**src/rtl/qdec_pkg.sv**
```systemverilog
package qdec_pkg;

    typedef enum logic [1:0] {
        STEP_HOLD = 2'd0,
        STEP_UP   = 2'd1,
        STEP_DOWN = 2'd2,
        STEP_BAD  = 2'd3
    } step_e;

    // Position of a {A,B} pair in the forward cycle 00,10,11,01.
    function automatic logic [1:0] phase_of(input logic [1:0] ab);
        return {ab[0], ab[1] ^ ab[0]};
    endfunction

endpackage

```
**src/rtl/qdec_sync.sv**
```systemverilog
module qdec_sync #(
    parameter int WIDTH  = 2,
    parameter int STAGES = 2
) (
    input  logic             clk,
    input  logic             rst_n,
    input  logic [WIDTH-1:0] din,
    output logic [WIDTH-1:0] dout
);
    for (genvar ch = 0; ch < WIDTH; ch++) begin : g_chan
        logic [STAGES-1:0] chain_d, chain_q;

        always_comb begin
            chain_d = {chain_q[STAGES-2:0], din[ch]};
        end

        always_ff @(posedge clk) begin
            if (!rst_n) chain_q <= '0;
            else        chain_q <= chain_d;
        end

        assign dout[ch] = chain_q[STAGES-1];
    end
endmodule

```
**src/rtl/qdec_step.sv**
```systemverilog
module qdec_step
    import qdec_pkg::*;
(
    input  logic [1:0] prev_ab,
    input  logic [1:0] curr_ab,
    output step_e      step
);
    logic [1:0] delta;

    always_comb begin
        delta = phase_of(curr_ab) - phase_of(prev_ab);
        unique case (delta)
            2'd0:    step = STEP_HOLD;
            2'd1:    step = STEP_UP;
            2'd3:    step = STEP_DOWN;
            default: step = STEP_BAD;
        endcase
    end
endmodule

```
**src/rtl/qdec_counter.sv**
```systemverilog
module qdec_counter
    import qdec_pkg::*;
#(
    parameter int W = 16
) (
    input  step_e        step,
    input  logic         wr_en,
    input  logic [W-1:0] wr_val,
    input  logic [W-1:0] cur,
    output logic [W-1:0] nxt,
    output logic         wrap
);
    localparam logic [W-1:0] ONE = W'(1);

    always_comb begin
        nxt  = cur;
        wrap = 1'b0;
        case (step)
            STEP_UP: begin
                nxt  = cur + ONE;
                wrap = &cur;
            end
            STEP_DOWN: begin
                nxt  = cur - ONE;
                wrap = ~|cur;
            end
            default: ;
        endcase
        if (wr_en) begin
            nxt  = wr_val;
            wrap = 1'b0;
        end
    end
endmodule

```
**src/rtl/quad_decoder.sv**
```systemverilog
module quad_decoder
    import qdec_pkg::*;
#(
    parameter int POS_W       = 16,
    parameter int TB_W        = 16,
    parameter int SYNC_STAGES = 2
) (
    input  logic             clk,
    input  logic             rst_n,
    input  logic             enc_a_i,
    input  logic             enc_b_i,
    input  logic [TB_W-1:0]  timebase_i,
    input  logic             wr_en_i,
    input  logic [POS_W-1:0] wr_pos_i,
    output logic [POS_W-1:0] pos_o,
    output logic [TB_W-1:0]  stamp_o,
    output logic [TB_W-1:0]  timebase_o,
    output logic             dir_o,
    output logic             wrap_irq_o,
    output logic             err_o
);
    localparam logic [POS_W-1:0] POS_MAX = '1;
    localparam logic [POS_W-1:0] POS_ONE = POS_W'(1);

    typedef struct packed {
        logic [POS_W-1:0] pos;
        logic [TB_W-1:0]  stamp;
        logic [TB_W-1:0]  tb;
        logic [1:0]       ab;
        logic             dir;
        logic             wrap;
        logic             err;
    } state_t;

    state_t           st_d, st_q;
    logic [1:0]       ab_sync;
    step_e            step;
    logic [POS_W-1:0] pos_nxt;
    logic             wrap_nxt;

    qdec_sync #(.WIDTH(2), .STAGES(SYNC_STAGES)) u_sync (
        .clk  (clk),
        .rst_n(rst_n),
        .din  ({enc_a_i, enc_b_i}),
        .dout (ab_sync)
    );

    qdec_step u_step (
        .prev_ab(st_q.ab),
        .curr_ab(ab_sync),
        .step   (step)
    );

    qdec_counter #(.W(POS_W)) u_cnt (
        .step  (step),
        .wr_en (wr_en_i),
        .wr_val(wr_pos_i),
        .cur   (st_q.pos),
        .nxt   (pos_nxt),
        .wrap  (wrap_nxt)
    );

    always_comb begin
        st_d      = st_q;
        st_d.ab   = ab_sync;
        st_d.tb   = timebase_i;
        st_d.pos  = pos_nxt;
        st_d.wrap = wrap_nxt;
        st_d.err  = (step == STEP_BAD);
        if (step == STEP_UP || step == STEP_DOWN) begin
            st_d.dir   = (step == STEP_UP);
            st_d.stamp = timebase_i;
        end
    end

    always_ff @(posedge clk) begin
        if (!rst_n) st_q <= '0;
        else        st_q <= st_d;
    end

    assign pos_o      = st_q.pos;
    assign stamp_o    = st_q.stamp;
    assign timebase_o = st_q.tb;
    assign dir_o      = st_q.dir;
    assign wrap_irq_o = st_q.wrap;
    assign err_o      = st_q.err;

    // without a host write the count moves by at most one
    a_r3_single_step: assert property (@(posedge clk) disable iff (!rst_n)
        !$past(wr_en_i) |-> (pos_o == $past(pos_o) ||
                             pos_o == $past(pos_o) + POS_ONE ||
                             pos_o == $past(pos_o) - POS_ONE));

    // a wrap pulse only at the numeric boundary
    a_r5_wrap_edge: assert property (@(posedge clk) disable iff (!rst_n)
        wrap_irq_o |-> ((pos_o == '0 && $past(pos_o) == POS_MAX) ||
                        (pos_o == POS_MAX && $past(pos_o) == '0)));

    // an invalid transition leaves the count alone
    a_r8_err_holds: assert property (@(posedge clk) disable iff (!rst_n)
        (err_o && !$past(wr_en_i)) |-> (pos_o == $past(pos_o)));

    // error and wrap never coincide
    a_r8_err_no_wrap: assert property (@(posedge clk) disable iff (!rst_n)
        !(err_o && wrap_irq_o));

    // host write always lands and never raises a wrap pulse
    a_r9_write_wins: assert property (@(posedge clk) disable iff (!rst_n)
        $past(wr_en_i) |-> (pos_o == $past(wr_pos_i) && !wrap_irq_o));

    // live timebase is a one-cycle copy
    a_r10_tb_copy: assert property (@(posedge clk) disable iff (!rst_n)
        $past(rst_n) |-> timebase_o == $past(timebase_i));
endmodule

```
**config.mk**
```make
export PLATFORM = sky130hd
export DESIGN_NAME = quad_decoder
export DESIGN_NICKNAME = d
export VERILOG_FILES = /design/src/rtl/qdec_pkg.sv /design/src/rtl/qdec_sync.sv /design/src/rtl/qdec_step.sv /design/src/rtl/qdec_counter.sv /design/src/rtl/quad_decoder.sv
export SDC_FILE = /design/constraint.sdc
export NUM_CORES = 1
export LEC_CHECK = 0
export ABC_AREA = 1
export BUFFER_PORTS_ARGS = -buffer_cell sky130_fd_sc_hd__buf_2
export CAP_MARGIN = 20
export CORE_AREA = 5 5 87 89
export CTS_BUF_LIST = sky130_fd_sc_hd__clkbuf_16
export CTS_CLUSTER_DIAMETER = 200
export DETAILED_ROUTE_END_ITERATION = 10
export DIE_AREA = 0 0 92 94
export GPL_ROUTABILITY_DRIVEN = 0
export PLACE_DENSITY = 0.77
export SETUP_SLACK_MARGIN = 0.3
export SYNTH_ARGS = -nofsm -noshare
export SYNTH_HDL_FRONTEND = slang
export SYNTH_SLANG_ARGS = --single-unit
```
**constraint.sdc**
```tcl
create_clock -name clk -period 2.8 [get_ports clk]
set_clock_uncertainty 0.15 [all_clocks]
set_input_delay 0.56 -clock clk [delete_from_list [all_inputs] [get_ports clk]]
set_output_delay 0.56 -clock clk [all_outputs]
set_load 0.1 [all_outputs]
```
==> flow_metrics.tcl <==
set metrics [dict create \
    path_class "flip-flop to flip-flop" \
    crit_path_end_kind "flip-flop" \
    total_leakage_power_uw 0.00235 \
    h-tree-depth 3 \
    dieArea_mm2 0.00865 \
    root_buffer "clkbuf_16" \
    synth_nets 532 \
    clk_pin_slew_ps 50 \
    r2r_end "pos_o[5]$_SDFFE_PN0P_" \
    io_pins 88 \
    holdPathEnd "u_sync.g_chan[1].chain_q[0]$_SDFF_PN0_" \
    hold_violations 0 \
    ys_types 35 \
    track_usage 0.206 \
    cp-start-kind "flip-flop" \
    top_layer "met4" \
    power_uw 3070 \
    grt_antenna_before_repair 0 \
    grt_pass1_vias 3150 \
    irDropWorstVdd_mv 0.349 \
    status "completed" \
    drt-initial-drc-count 331 \
    wl_per_cell_um 14.9 \
    io_buffers 87 \
    num_vias 3319 \
    core_area_mm2 0.00668 \
    first_pass_iters 5 \
    worst-r2r-cell-count 14 \
    area_growth_pct 22.5 \
    cts_buffer_depth 2 \
    synth.ff_latch_count 57 \
    cp.arrival_ps 2580 \
    synth_edf_count 0 \
    ant_nets 0 \
    cp.required_ps 2910 \
    slew_headroom 0.546 \
    clock-sinks 57 \
    route.detailed.drc 0 \
    met2_length_um 4520 \
    die_w_um 92 \
    utilization 0.647 \
    dpl_cell_area_mm2 0.00365 \
    rows 30 \
    dp_hpwl_um 5970 \
    min_path_cells 3 \
    wl_um 9520 \
    maxCapViolations 0 \
    min_path_type "primary input to flip-flop" \
    wl_met3_um 753 \
    avgSynthCellArea_um2 7.16 \
    reg2reg_slack_ps 330 \
    synth_flop_cell "dfxtp_1" \
    hold_start "enc_a_i" \
    async_reset_ff_frac 0 \
    setup_viol 0 \
    rsz0062_at_grt "false" \
    period_share 0.882 \
    grt_pass1_wl_um 14300 \
    numCtsBuffers 9 \
    period_minus_slack_ps 2470 \
    seq_area_frac_synth 0.323 \
    clk_latency_ps 330 \
    tns_ps 0 \
    final_area_mm2 0.00432 \
    worstPathMaxFanout 7 \
    wl_met1_um 3960 \
    r2r_start "st_q[3]$_SDFF_PN0_" \
    yosys_warnings 0 \
    grt_overflow_total 0 \
    hold_ws_ps 259 \
    power_density_mw_per_mm2 711 \
    diodes 0 \
    cts_tree "built" \
    initial_utilization 0.528 \
    grt_start_max_net_pins 24 \
    syn_area_mm2 0.00353 \
    via_per_inst 5.21 \
    final_max_slew_viol_count 0 \
    dieHeight_um 94 \
    clock.fmax_ghz 0.405 \
    layout-drive-gt1-share 0.399 \
    worstMarginPinSlew_ps 680 \
    synth_cells 493 \
    final_nets 591 \
]
-- through the flow --
| stage | std cells | setup slack, ps |
|---|---|---|
| 2_1_floorplan | 493 | 545 |
| 3_3_place_gp | 602 | 290 |
| 3_5_place_dp | 602 | 136 |
| 4_1_cts | 622 | 301 |
| 5_1_grt | 637 | 209 |
| 6_report | 637 | 331 |
-- synth_stat cells, types with 5 or more instances --
master / count / area [um^2]
nand2_4: 14 / 158
nand3_2: 6 / 60.1
clkbuf_1: 11 / 41.3
o22ai_1: 16 / 100
a21oi_1: 8 / 40.0
nand4_1: 18 / 113
nor2_2: 11 / 68.8
nand3_1: 20 / 100
a21oi_2: 5 / 43.8
nand2_2: 15 / 93.8
nor2_1: 16 / 60.1
dfxtp_1: 57 / 1140
buf_4: 50 / 375
nand2_1: 95 / 357
o21ai_0: 16 / 80.1
xnor2_1: 5 / 43.8
o41ai_1: 6 / 52.6
inv_1: 96 / 360
-- cell usage in the layout, fill, tap and decap left out, drive strengths merged --
| master | count |
|---|---|
| a211oi | 1 |
| or2 | 1 |
| clkbuf | 11 |
| ha | 2 |
| and2 | 1 |
| o31ai | 1 |
| dfxtp | 57 |
| o41ai | 6 |
| o21ai | 17 |
| xnor2 | 5 |
| nor3 | 3 |
| nand2 | 124 |
| o22ai | 16 |
| inv | 100 |
| clkinv | 4 |
| nor2 | 28 |
| nand4 | 18 |
| clkinvlp | 1 |
| bufinv | 1 |
| nand3 | 27 |
| a31oi | 3 |
| nor4 | 3 |
| buf | 110 |
| xor2 | 2 |
| a21oi | 14 |
| o211ai | 1 |
-- kinds of logic (layout without fill, tap and decap cells) --
group,count (synthesis),after routing,synth area share
simple gates,205,205,0.308
buf+inv,163,227,0.235
compound gates,59,59,0.109
flops,57,57,0.323
xor+xnor,7,7,0.0174
fa+ha+maj,2,2,0.00709
-- power by group --
| group | internal, uW | switching (uW) | total, uW |
|---|---|---|---|
| Combinational | 223 | 803 | 1030 |
| Sequential | 885 | 59.9 | 945 |
| Clock | 695 | 408 | 1100 |
-- sequential cells by signal, summed over array words and instances, names as in the netlist --
signal / cells
stamp_o: 16
pos_o: 16
wrap_irq_o: 1
dir_o: 1
st_q: 2
err_o: 1
u_sync.g_chan.chain_q: 4
timebase_o: 16
-- critical path, cell delays in order, from the launching register on --
cell	delay [ps]
dfxtp_2	360
xor2_2	210
ha_4	250
inv_2	90
nand3_4	180
clkbuf_16	220
nand2_4	60
nand2_4	60
inv_2	70
nand2_2	60
o21ai_4	200
buf_4	150
xnor2_1	110
nand2_1	90
a21oi_2	130
-- worst max-delay path by stage --
| stage | from | to | cells past startpoint |
|---|---|---|---|
| 2_1_floorplan | st_q[3]$_SDFF_PN0_ | pos_o[6]$_SDFFE_PN0P_ | 16 |
| 3_3_place_gp | u_sync.g_chan[0].chain_q[1]$_SDFF_PN0_ | pos_o[14]$_SDFFE_PN0P_ | 19 |
| 3_5_place_dp | st_q[3]$_SDFF_PN0_ | pos_o[14]$_SDFFE_PN0P_ | 19 |
| 4_1_cts | st_q[3]$_SDFF_PN0_ | pos_o[14]$_SDFFE_PN0P_ | 18 |
| 5_1_grt | st_q[3]$_SDFF_PN0_ | pos_o[14]$_SDFFE_PN0P_ | 18 |
| 6_report | st_q[3]$_SDFF_PN0_ | pos_o[5]$_SDFFE_PN0P_ | 14 |
-- layout make-up --
cell class | instances | area [um^2]
Sequential cell | 57 | 1150
Timing Repair Buffer | 112 | 678
Multi-Input combinational cell | 273 | 1720
Inverter | 99 | 377
Clock buffer | 9 | 225
Clock inverter | 7 | 77.6
Fill cell | 562 | 2360
Tap cell | 80 | 100
-- metal layers --
layer | vias up | track usage
li1 | 1620 | -
met1 | 1506 | 0.256
met2 | 162 | 0.336
met3 | 31 | 0.0489
met4 | 0 | 0.0965
met5 | - | 0
-- timing repair --
| item | 4_1_cts | 5_1_grt |
|---|---|---|
| setup endpoints to repair | 10 | 11 |
| hold buffers | 0 | 0 |
| cloned | 0 | 3 |
| setup buffers | 4 | 11 |
| pin swaps | 4 | 22 |
| resized for setup | 4 | 46 |
Power figures use the tool's default switching activity.
